`config.mk`:
```
export PLATFORM = sky130hd
export DESIGN_NAME = elog_updater
export DESIGN_NICKNAME = d
export VERILOG_FILES = /design/src/rtl/elog_pkg.sv /design/src/rtl/elog_pending.sv /design/src/rtl/elog_secs.sv /design/src/rtl/elog_regfile.sv /design/src/rtl/elog_updater.sv
export SDC_FILE = /design/constraint.sdc
export NUM_CORES = 1
export LEC_CHECK = 0
export ABC_AREA = 1
export CAP_MARGIN = 20
export CORE_ASPECT_RATIO = 0.75
export CORE_MARGIN = 4
export CORE_UTILIZATION = 55
export DETAILED_ROUTE_END_ITERATION = 16
export PLACE_DENSITY = 0.73
export SYNTH_ARGS = -nofsm -noshare
export SYNTH_HDL_FRONTEND = slang
export SYNTH_SLANG_ARGS = --single-unit
```
`constraint.sdc`:
```
create_clock -name clk -period 33.1 [get_ports clk]
set_input_delay 4.965 -clock clk [delete_from_list [all_inputs] [get_ports clk]]
set_output_delay 4.965 -clock clk [all_outputs]
set_load 0.1 [all_outputs]
```
`src/rtl/elog_pkg.sv`:
```
package elog_pkg;

    localparam int unsigned SECS_PER_HOUR = 3600;

    typedef enum logic [3:0] {
        ST_IDLE,
        ST_SCAN,
        ST_CHECK,
        ST_ERR,
        ST_HCALC,
        ST_HLO,
        ST_HHI,
        ST_CKWR,
        ST_FIN
    } elog_state_e;

endpackage

```
`src/rtl/elog_pending.sv`:
```
module elog_pending #(
    parameter int NUM_ERR = 4,
    parameter int INC_W   = 16,
    parameter int IDX_W   = 2
) (
    input  logic                    clk,
    input  logic                    rst_n,
    input  logic                    inc_valid,
    input  logic [IDX_W-1:0]        inc_idx,
    input  logic [INC_W-1:0]        inc_amt,
    input  logic [NUM_ERR-1:0]      clr,
    output logic [NUM_ERR-1:0][7:0] pend
);

    localparam int SUM_W = ((INC_W > 8) ? INC_W : 8) + 1;

    for (genvar g = 0; g < NUM_ERR; g++) begin : g_cnt
        logic [7:0]       cnt_q;
        logic [7:0]       cnt_d;
        logic [7:0]       base;
        logic [SUM_W-1:0] sum;

        always_comb begin
            base  = clr[g] ? 8'h00 : cnt_q;
            sum   = SUM_W'(base) + SUM_W'(inc_amt);
            cnt_d = base;
            if (inc_valid && (inc_idx == IDX_W'(g))) begin
                cnt_d = (sum > SUM_W'(255)) ? 8'hFF : sum[7:0];
            end
        end

        always_ff @(posedge clk or negedge rst_n) begin
            if (!rst_n) cnt_q <= 8'h00;
            else        cnt_q <= cnt_d;
        end

        assign pend[g] = cnt_q;

        // a full counter stays full under further increments
        p_sat_hold_r1: assert property (@(posedge clk) disable iff (!rst_n)
            (inc_valid && inc_idx == IDX_W'(g) && cnt_q == 8'hFF && !clr[g])
            |=> (cnt_q == 8'hFF));
    end

endmodule

```
`src/rtl/elog_secs.sv`:
```
module elog_secs #(
    parameter int SEC_W = 24
) (
    input  logic             clk,
    input  logic             rst_n,
    input  logic             tick,
    input  logic             sub_en,
    input  logic [SEC_W-1:0] sub_val,
    output logic [SEC_W-1:0] secs
);

    logic [SEC_W-1:0] secs_q;
    logic [SEC_W-1:0] secs_d;
    logic [SEC_W-1:0] left;

    always_comb begin
        left   = sub_en ? (secs_q - sub_val) : secs_q;
        secs_d = left;
        if (tick && (left != {SEC_W{1'b1}})) secs_d = left + SEC_W'(1);
    end

    always_ff @(posedge clk or negedge rst_n) begin
        if (!rst_n) secs_q <= '0;
        else        secs_q <= secs_d;
    end

    assign secs = secs_q;

    // one count per strobe when no hours are being withdrawn
    p_tick_step_r11: assert property (@(posedge clk) disable iff (!rst_n)
        (tick && !sub_en && secs_q != {SEC_W{1'b1}})
        |=> (secs_q == $past(secs_q) + SEC_W'(1)));

endmodule

```
`src/rtl/elog_regfile.sv`:
```
module elog_regfile #(
    parameter int BYTES  = 16,
    parameter int ADDR_W = 4
) (
    input  logic              clk,
    input  logic              rst_n,
    input  logic              ext_we,
    input  logic [ADDR_W-1:0] ext_addr,
    input  logic [7:0]        ext_wdata,
    output logic [7:0]        ext_rdata,
    input  logic              int_we,
    input  logic [ADDR_W-1:0] int_addr,
    input  logic [7:0]        int_wdata,
    input  logic [ADDR_W-1:0] rd_a_addr,
    output logic [7:0]        rd_a_data,
    input  logic [ADDR_W-1:0] rd_b_addr,
    output logic [7:0]        rd_b_data
);

    logic [7:0] mem_q [BYTES];
    logic [7:0] mem_d [BYTES];

    always_comb begin
        for (int i = 0; i < BYTES; i++) begin
            if (int_we && int'(int_addr) == i)      mem_d[i] = int_wdata;
            else if (ext_we && int'(ext_addr) == i) mem_d[i] = ext_wdata;
            else                                    mem_d[i] = mem_q[i];
        end
    end

    always_ff @(posedge clk or negedge rst_n) begin
        if (!rst_n) begin
            for (int i = 0; i < BYTES; i++) mem_q[i] <= 8'h00;
        end else begin
            for (int i = 0; i < BYTES; i++) mem_q[i] <= mem_d[i];
        end
    end

    assign ext_rdata = (int'(ext_addr) < BYTES)  ? mem_q[ext_addr]  : 8'h00;
    assign rd_a_data = (int'(rd_a_addr) < BYTES) ? mem_q[rd_a_addr] : 8'h00;
    assign rd_b_data = (int'(rd_b_addr) < BYTES) ? mem_q[rd_b_addr] : 8'h00;

    // an internal write lands in the addressed byte
    p_int_write_r2: assert property (@(posedge clk) disable iff (!rst_n)
        int_we |=> (mem_q[$past(int_addr)] == $past(int_wdata)));

endmodule

```
`src/rtl/elog_updater.sv`:
```
module elog_updater
    import elog_pkg::*;
#(
    parameter int NUM_ERR   = 4,
    parameter int REC_BYTES = 16,
    parameter int SEC_W     = 24,
    parameter int INC_W     = 16
) (
    input  logic                         clk,
    input  logic                         rst_n,
    input  logic                         sec_tick,
    input  logic                         inc_valid,
    input  logic [$clog2(NUM_ERR)-1:0]   inc_idx,
    input  logic [INC_W-1:0]             inc_amt,
    input  logic                         upd_req,
    input  logic                         buf_we,
    input  logic [$clog2(REC_BYTES)-1:0] buf_addr,
    input  logic [7:0]                   buf_wdata,
    output logic [7:0]                   buf_rdata,
    output logic                         busy,
    output logic                         done,
    output logic                         error,
    output logic [$clog2(REC_BYTES):0]   wr_len,
    output logic [SEC_W-1:0]             active_secs
);

    localparam int ADDR_W  = $clog2(REC_BYTES);
    localparam int IDX_W   = $clog2(NUM_ERR);
    localparam int LEN_W   = ADDR_W + 1;
    localparam int OFF_LEN = 0;
    localparam int OFF_CK  = 1;
    localparam int OFF_ERR = 2;
    localparam int OFF_HLO = OFF_ERR + NUM_ERR;
    localparam int OFF_HHI = OFF_HLO + 1;
    localparam int HW      = ((SEC_W > 16) ? SEC_W : 16) + 1;

    typedef struct packed {
        elog_state_e       st;
        logic [8:0]        idx;
        logic [7:0]        acc;
        logic              resum;
        logic              changed;
        logic [ADDR_W-1:0] mark;
        logic [15:0]       hrs;
        logic              done;
        logic              err;
        logic [LEN_W-1:0]  len;
    } upd_state_t;

    upd_state_t s_q, s_d;

    logic [NUM_ERR-1:0][7:0] pend;
    logic [NUM_ERR-1:0]      clr;
    logic                    sub_en;
    logic [SEC_W-1:0]        sub_val;
    logic                    int_we;
    logic [ADDR_W-1:0]       int_addr;
    logic [7:0]              int_wdata;
    logic [ADDR_W-1:0]       rd_a_addr, rd_b_addr;
    logic [7:0]              rd_a_data, rd_b_data;
    logic                    ext_we;
    logic                    any_pend;
    logic                    trigger;

    assign ext_we = buf_we && (s_q.st == ST_IDLE);

    elog_pending #(.NUM_ERR(NUM_ERR), .INC_W(INC_W), .IDX_W(IDX_W)) u_pend (
        .clk(clk), .rst_n(rst_n), .inc_valid(inc_valid), .inc_idx(inc_idx),
        .inc_amt(inc_amt), .clr(clr), .pend(pend)
    );

    elog_secs #(.SEC_W(SEC_W)) u_secs (
        .clk(clk), .rst_n(rst_n), .tick(sec_tick), .sub_en(sub_en),
        .sub_val(sub_val), .secs(active_secs)
    );

    elog_regfile #(.BYTES(REC_BYTES), .ADDR_W(ADDR_W)) u_rec (
        .clk(clk), .rst_n(rst_n),
        .ext_we(ext_we), .ext_addr(buf_addr), .ext_wdata(buf_wdata), .ext_rdata(buf_rdata),
        .int_we(int_we), .int_addr(int_addr), .int_wdata(int_wdata),
        .rd_a_addr(rd_a_addr), .rd_a_data(rd_a_data),
        .rd_b_addr(rd_b_addr), .rd_b_data(rd_b_data)
    );

    always_comb begin
        any_pend = 1'b0;
        for (int k = 0; k < NUM_ERR; k++) any_pend = any_pend | (pend[k] != 8'h00);
        trigger = any_pend || (active_secs >= SEC_W'(SECS_PER_HOUR));
    end

    always_comb begin
        logic [8:0]       lim;
        logic [8:0]       sum9;
        logic [7:0]       nv;
        logic [7:0]       calc;
        logic [7:0]       p;
        logic [SEC_W-1:0] h;
        logic [HW-1:0]    tot;

        s_d       = s_q;
        s_d.done  = 1'b0;
        clr       = '0;
        sub_en    = 1'b0;
        sub_val   = '0;
        int_we    = 1'b0;
        int_addr  = '0;
        int_wdata = 8'h00;
        rd_a_addr = '0;
        rd_b_addr = ADDR_W'(OFF_LEN);
        lim       = '0;
        sum9      = '0;
        nv        = 8'h00;
        calc      = 8'h00;
        p         = 8'h00;
        h         = '0;
        tot       = '0;

        case (s_q.st)
            ST_IDLE: begin
                if (upd_req) begin
                    s_d.err     = 1'b0;
                    s_d.len     = '0;
                    s_d.idx     = '0;
                    s_d.acc     = 8'h00;
                    s_d.resum   = 1'b0;
                    s_d.changed = 1'b0;
                    s_d.mark    = '0;
                    s_d.st      = trigger ? ST_SCAN : ST_FIN;
                end
            end
            ST_SCAN: begin
                rd_a_addr = s_q.idx[ADDR_W-1:0];
                rd_b_addr = ADDR_W'(OFF_LEN);
                lim = ({1'b0, rd_b_data} > 9'(REC_BYTES)) ? 9'(REC_BYTES) : {1'b0, rd_b_data};
                if (s_q.idx < lim) s_d.acc = s_q.acc + rd_a_data;
                s_d.idx = s_q.idx + 9'd1;
                if (s_q.idx == 9'(REC_BYTES - 1)) begin
                    s_d.st = s_q.resum ? ST_CKWR : ST_CHECK;
                end
            end
            ST_CHECK: begin
                rd_a_addr = ADDR_W'(OFF_CK);
                calc = ~(s_q.acc - rd_a_data);
                if (calc != rd_a_data) begin
                    s_d.err = 1'b1;
                    s_d.st  = ST_FIN;
                end else begin
                    s_d.idx = '0;
                    s_d.st  = ST_ERR;
                end
            end
            ST_ERR: begin
                rd_a_addr = ADDR_W'(OFF_ERR) + s_q.idx[ADDR_W-1:0];
                p = pend[s_q.idx[IDX_W-1:0]];
                if (p != 8'h00) begin
                    clr[s_q.idx[IDX_W-1:0]] = 1'b1;
                    sum9 = {1'b0, rd_a_data} + {1'b0, p};
                    nv   = sum9[8] ? 8'hFF : sum9[7:0];
                    if (nv != rd_a_data) begin
                        int_we      = 1'b1;
                        int_addr    = rd_a_addr;
                        int_wdata   = nv;
                        s_d.changed = 1'b1;
                        s_d.mark    = rd_a_addr;
                    end
                end
                s_d.idx = s_q.idx + 9'd1;
                if (s_q.idx == 9'(NUM_ERR - 1)) s_d.st = ST_HCALC;
            end
            ST_HCALC: begin
                rd_a_addr = ADDR_W'(OFF_HLO);
                rd_b_addr = ADDR_W'(OFF_HHI);
                s_d.hrs   = {rd_b_data, rd_a_data};
                if (active_secs > SEC_W'(SECS_PER_HOUR)) begin
                    h       = active_secs / SEC_W'(SECS_PER_HOUR);
                    sub_en  = 1'b1;
                    sub_val = SEC_W'(h * SEC_W'(SECS_PER_HOUR));
                    tot     = HW'({rd_b_data, rd_a_data}) + HW'(h);
                    s_d.hrs = (tot > HW'(16'hFFFF)) ? 16'hFFFF : tot[15:0];
                end
                s_d.st = ST_HLO;
            end
            ST_HLO: begin
                rd_a_addr = ADDR_W'(OFF_HLO);
                if (s_q.hrs[7:0] != rd_a_data) begin
                    int_we      = 1'b1;
                    int_addr    = rd_a_addr;
                    int_wdata   = s_q.hrs[7:0];
                    s_d.changed = 1'b1;
                    s_d.mark    = rd_a_addr;
                end
                s_d.st = ST_HHI;
            end
            ST_HHI: begin
                rd_a_addr = ADDR_W'(OFF_HHI);
                if (s_q.hrs[15:8] != rd_a_data) begin
                    int_we      = 1'b1;
                    int_addr    = rd_a_addr;
                    int_wdata   = s_q.hrs[15:8];
                    s_d.changed = 1'b1;
                    s_d.mark    = rd_a_addr;
                end
                if (s_d.changed) begin
                    s_d.resum = 1'b1;
                    s_d.idx   = '0;
                    s_d.acc   = 8'h00;
                    s_d.st    = ST_SCAN;
                end else begin
                    s_d.st = ST_FIN;
                end
            end
            ST_CKWR: begin
                rd_a_addr = ADDR_W'(OFF_CK);
                int_we    = 1'b1;
                int_addr  = ADDR_W'(OFF_CK);
                int_wdata = ~(s_q.acc - rd_a_data);
                s_d.len   = LEN_W'({1'b0, s_q.mark}) + LEN_W'(1);
                s_d.st    = ST_FIN;
            end
            ST_FIN: begin
                s_d.done = 1'b1;
                s_d.st   = ST_IDLE;
            end
            default: s_d.st = ST_IDLE;
        endcase
    end

    always_ff @(posedge clk or negedge rst_n) begin
        if (!rst_n) begin
            s_q       <= '0;
            s_q.st    <= ST_IDLE;
        end else begin
            s_q <= s_d;
        end
    end

    assign busy   = (s_q.st != ST_IDLE);
    assign done   = s_q.done;
    assign error  = s_q.err;
    assign wr_len = s_q.len;

    // nothing to log gives an empty result two edges later
    p_noop_r3: assert property (@(posedge clk) disable iff (!rst_n)
        (s_q.st == ST_IDLE && upd_req && !trigger)
        |-> ##2 (done && !error && wr_len == '0));

    // done is a single-cycle pulse
    p_done_pulse_r3: assert property (@(posedge clk) disable iff (!rst_n)
        done |=> !done);

    // an aborted update never asks for a write
    p_err_nolen_r4: assert property (@(posedge clk) disable iff (!rst_n)
        (done && error) |-> (wr_len == '0));

    // after an hour transfer only the remainder (plus one strobe) is left
    p_rem_r6: assert property (@(posedge clk) disable iff (!rst_n)
        (s_q.st == ST_HCALC && active_secs > SEC_W'(SECS_PER_HOUR))
        |=> (active_secs <= SEC_W'(SECS_PER_HOUR)));

endmodule

```
==> reports/qor.json <==
{
  "max-slew-margin-rel_pct": 19.10,
  "count_of_buffers_added_by_post_cts_timing_repair_for_setup": 0,
  "number_of_diodes": 0,
  "total_global_route_track_usage_pct": 34.18,
  "drt_first_iter_violations": 2699,
  "start_util_pct": 55.75,
  "antenna_violations_before_repair": 0,
  "finalNetCount": 3515,
  "postCtsResizedCells": 0,
  "crit_path_max_fanout": 13,
  "gp_congestion": 1.004,
  "cts_htree_levels": 1,
  "synth_area_um2": 22770,
  "path_clk_slew_ns": 0.06,
  "rrSetupSlack_ns": 18.66,
  "post-route-worst-setup-slack_ns": 18.66,
  "worstHoldPathType": "reg -> reg",
  "route.vias.total": 23640,
  "seq_area_frac_synth_pct": 25.72,
  "die_y_um": 184.2,
  "startpoint": "u_secs.secs[16]$_DFF_PN0_",
  "num_io_pins": 76,
  "critical-path-slowest-cell": "sky130_fd_sc_hd__fa_1",
  "postSynthCellCount": 3251,
  "synth.avg_cell_area_um2": 7.004,
  "critPathRequiredTime_ns": 33.55,
  "crit_type": "reg -> reg",
  "finalClockSkew_ns": 0.01354,
  "synth_ff_type": "sky130_fd_sc_hd__dfrtp_1",
  "cap_violations": 0,
  "met2_wire_len_um": 30930,
  "detail_route.wirelength_um": 78600,
  "max-clock-path-buffers": 3,
  "minimum_clock_period_ns": 14.44,
  "port-buffer-count": 75,
  "grt_first_pass_wirelength_um": 122600,
  "die-width_um": 242.9,
  "viasPerCell": 6.137,
  "tritoncts_buffer_count": 27,
  "core_region_area_um2": 40840,
  "crit_path_max_incr_delay_ns": 0.55,
  "ctsRootBufferMaster": "sky130_fd_sc_hd__clkbuf_16",
  "final_hold_viol_count": 0,
  "drive_gt1_share_pct": 7.010,
  "num-fill-cells": 3787,
  "cp_common_cell": "sky130_fd_sc_hd__nand2_4",
  "cts.sink_count": 234,
  "worst_skew_pair.late_latency_ns": 0.57,
  "global_route.overflow_total": 0,
  "fmaxAchievable_mhz": 69.23,
  "setup_tns_ns": 0,
  "cts_hold_buffers": 0,
  "report.final.slew_viol_count": 0,
  "timing.reg2reg.worst_path_depth": 103,
  "tritoncts": "done",
  "regArea_um2": 5856,
  "outcome": "completed",
  "worst_slew_pin_slew_ns": 1.204,
  "routed.top_layer": "met4",
  "startpoint_type": "flop",
  "detailedPlace.worstSlack_ns": 18.71,
  "detailed_place_hpwl_um": 58930,
  "async_flop_share_pct": 100.0,
  "critical_path_cell_count": 103,
  "end_kind": "flop",
  "post_synth_num_cell_types": 62,
  "ant_nets": 0,
  "drt-pass1-iter-count": 7,
  "areaGrowthSynthToFinish_pct": 9.946,
  "postSynthRegisterBits": 234,
  "synth_enable_flop_cells": 0,
  "vias_in_the_first_global_route": 21978,
  "routed_wire_length_per_instance_um": 20.41,
  "drt-met1-wl_um": 36240,
  "period_share_pct": 43.64,
  "timing.final.setup_violations": 0,
  "reg2reg_from": "u_secs.secs[16]$_DFF_PN0_",
  "grt_setup_unrepaired": "no",
  "regToRegEndpoint": "u_secs.secs[23]$_DFF_PN0_",
  "multi_input_area_um2": 14440,
  "pin_count_of_the_biggest_net_entering_global_routing": 96,
  "worst-path-buf-inv": 9,
  "floorplan.die_area_um2": 44750,
  "routed_length_on_met3_um": 9602,
  "remaining_drc_errors": 0,
  "dominant_delay_contributor_by_cell_family_on_the_critical_path": "simple AND/OR/NAND/NOR gates",
  "critical_path.endpoint": "u_secs.secs[23]$_DFF_PN0_",
  "synth_warnings": 0,
  "std_cell_rows": 64,
  "worst_ep_arrival_time_ns": 14.89
}
## metal layers
layer	up-vias	GRT usage, %
met5	-	0
met4	0	7.591
met3	140	10.41
met2	1204	47.97
met1	11270	51.51
li1	11026	-
## cells in the mapped netlist (all sizes together) (4+ instances only)
master   number  area share (%)
a2111oi       6            0.23
a21o          7            0.23
a21oi       122             2.8
a221oi        4            0.15
a31oi        16            0.44
and2          7            0.19
buf          16            0.43
clkbuf       63             1.0
clkinv        9            0.16
dfrtp       234              26
fa           27             2.4
ha          149             8.2
inv         562             9.3
mux2         12            0.59
nand2       700              13
nand3       169             4.1
nand3b       10            0.33
nand4        39             1.1
nor2        320             6.0
nor3         41            0.90
nor4         21            0.58
o2111ai       5            0.19
o211ai       87             2.9
o21ai       242             5.4
o21bai       18            0.59
o221ai      123             4.7
o22ai        66             1.8
o31ai        14            0.46
or2           6            0.16
xnor2        40             1.5
xor2         95             3.7
## per-stage QoR
step / utilization [%] / cell area, µm² / hold WS [ns] / cells
CTS: 61.18 / 24980 / 0.4582 / 3848
global route: 61.30 / 25030 / 0.4764 / 3852
floorplan: - / 22780 / 0.4325 / 3253
finish: 61.30 / 25030 / 0.4571 / 3852
global placement: 58.82 / 24020 / 0.4430 / 3798
detailed placement: 58.82 / 24020 / 0.4502 / 3798
## flip-flops by register name, indices dropped and copies added, names as in the netlist
register and cells:
s_q 43, u_pend.g_cnt.cnt_q 32, u_secs.secs 24, done 1, wr_len 5, u_rec.mem_q 128, error 1
## final cells by class
cell class	count	area share, %
clock inverter	14	0.7747
timing repair buffer	100	3.848
inverter	571	8.587
multi-input combinational	2369	57.69
tap	528	2.639
sequential	234	23.39
clock buffer	36	3.074
## kinds of logic (layout without fill, tap and decap cells)
| logic type | after synthesis | count (layout) | synth area share, % |
|---|---|---|---|
| simple gates | 1318 | 1318 | 26.50 |
| compound gates | 725 | 725 | 20.51 |
| buf+inv | 650 | 721 | 10.91 |
| flops | 234 | 234 | 25.72 |
| fa+ha+maj | 176 | 176 | 10.56 |
| xor+xnor | 135 | 135 | 5.193 |
| mux | 12 | 12 | 0.5935 |
| other cells | 1 | 3 | 0.01647 |
## worst register-to-register path: cells and delay by family (launching register included)
family,cells,cell delay [ns]
flip-flops,1,0.50
AND/OR/NAND/NOR,76,8.68
AO/OA/AOI/OAI,9,1.31
XOR/XNOR,3,0.65
adder cells (fa/ha/maj),6,2.41
buffers and inverters,9,0.71
## cell usage in the layout (no fill, tap or decap), drive strengths merged, types with 3 or more instances in the layout
master	count
a2111oi	6
a21o	7
a21oi	122
a221oi	4
a31oi	16
and2	7
buf	25
bufinv	4
clkbuf	37
clkdlybuf4s50	74
clkinv	15
conb	3
dfrtp	234
fa	27
ha	149
inv	565
mux2	12
nand2	700
nand3	169
nand3b	10
nand4	39
nor2	320
nor3	41
nor3b	3
nor4	21
o2111ai	5
o211ai	87
o21ai	242
o21bai	18
o221ai	123
o22ai	66
o31ai	14
o32ai	3
or2	6
xnor2	40
xor2	95
## worst min-delay path by stage
| stage | from | end | depth (start not counted) |
|---|---|---|---|
| 6_report | s_q[48]$_DFFE_PN0P_ | done$_DFF_PN0_ | 1 |
| 5_1_grt | s_q[48]$_DFFE_PN0P_ | done$_DFF_PN0_ | 1 |
| 4_1_cts | s_q[48]$_DFFE_PN0P_ | done$_DFF_PN0_ | 1 |
| 3_5_place_dp | s_q[48]$_DFFE_PN0P_ | done$_DFF_PN0_ | 1 |
| 3_3_place_gp | s_q[48]$_DFFE_PN0P_ | done$_DFF_PN0_ | 1 |
| 2_1_floorplan | s_q[48]$_DFFE_PN0P_ | done$_DFF_PN0_ | 1 |
Power is not shown: default switching activity piles up to over one toggle a cycle in this logic, so the estimate is an artifact.
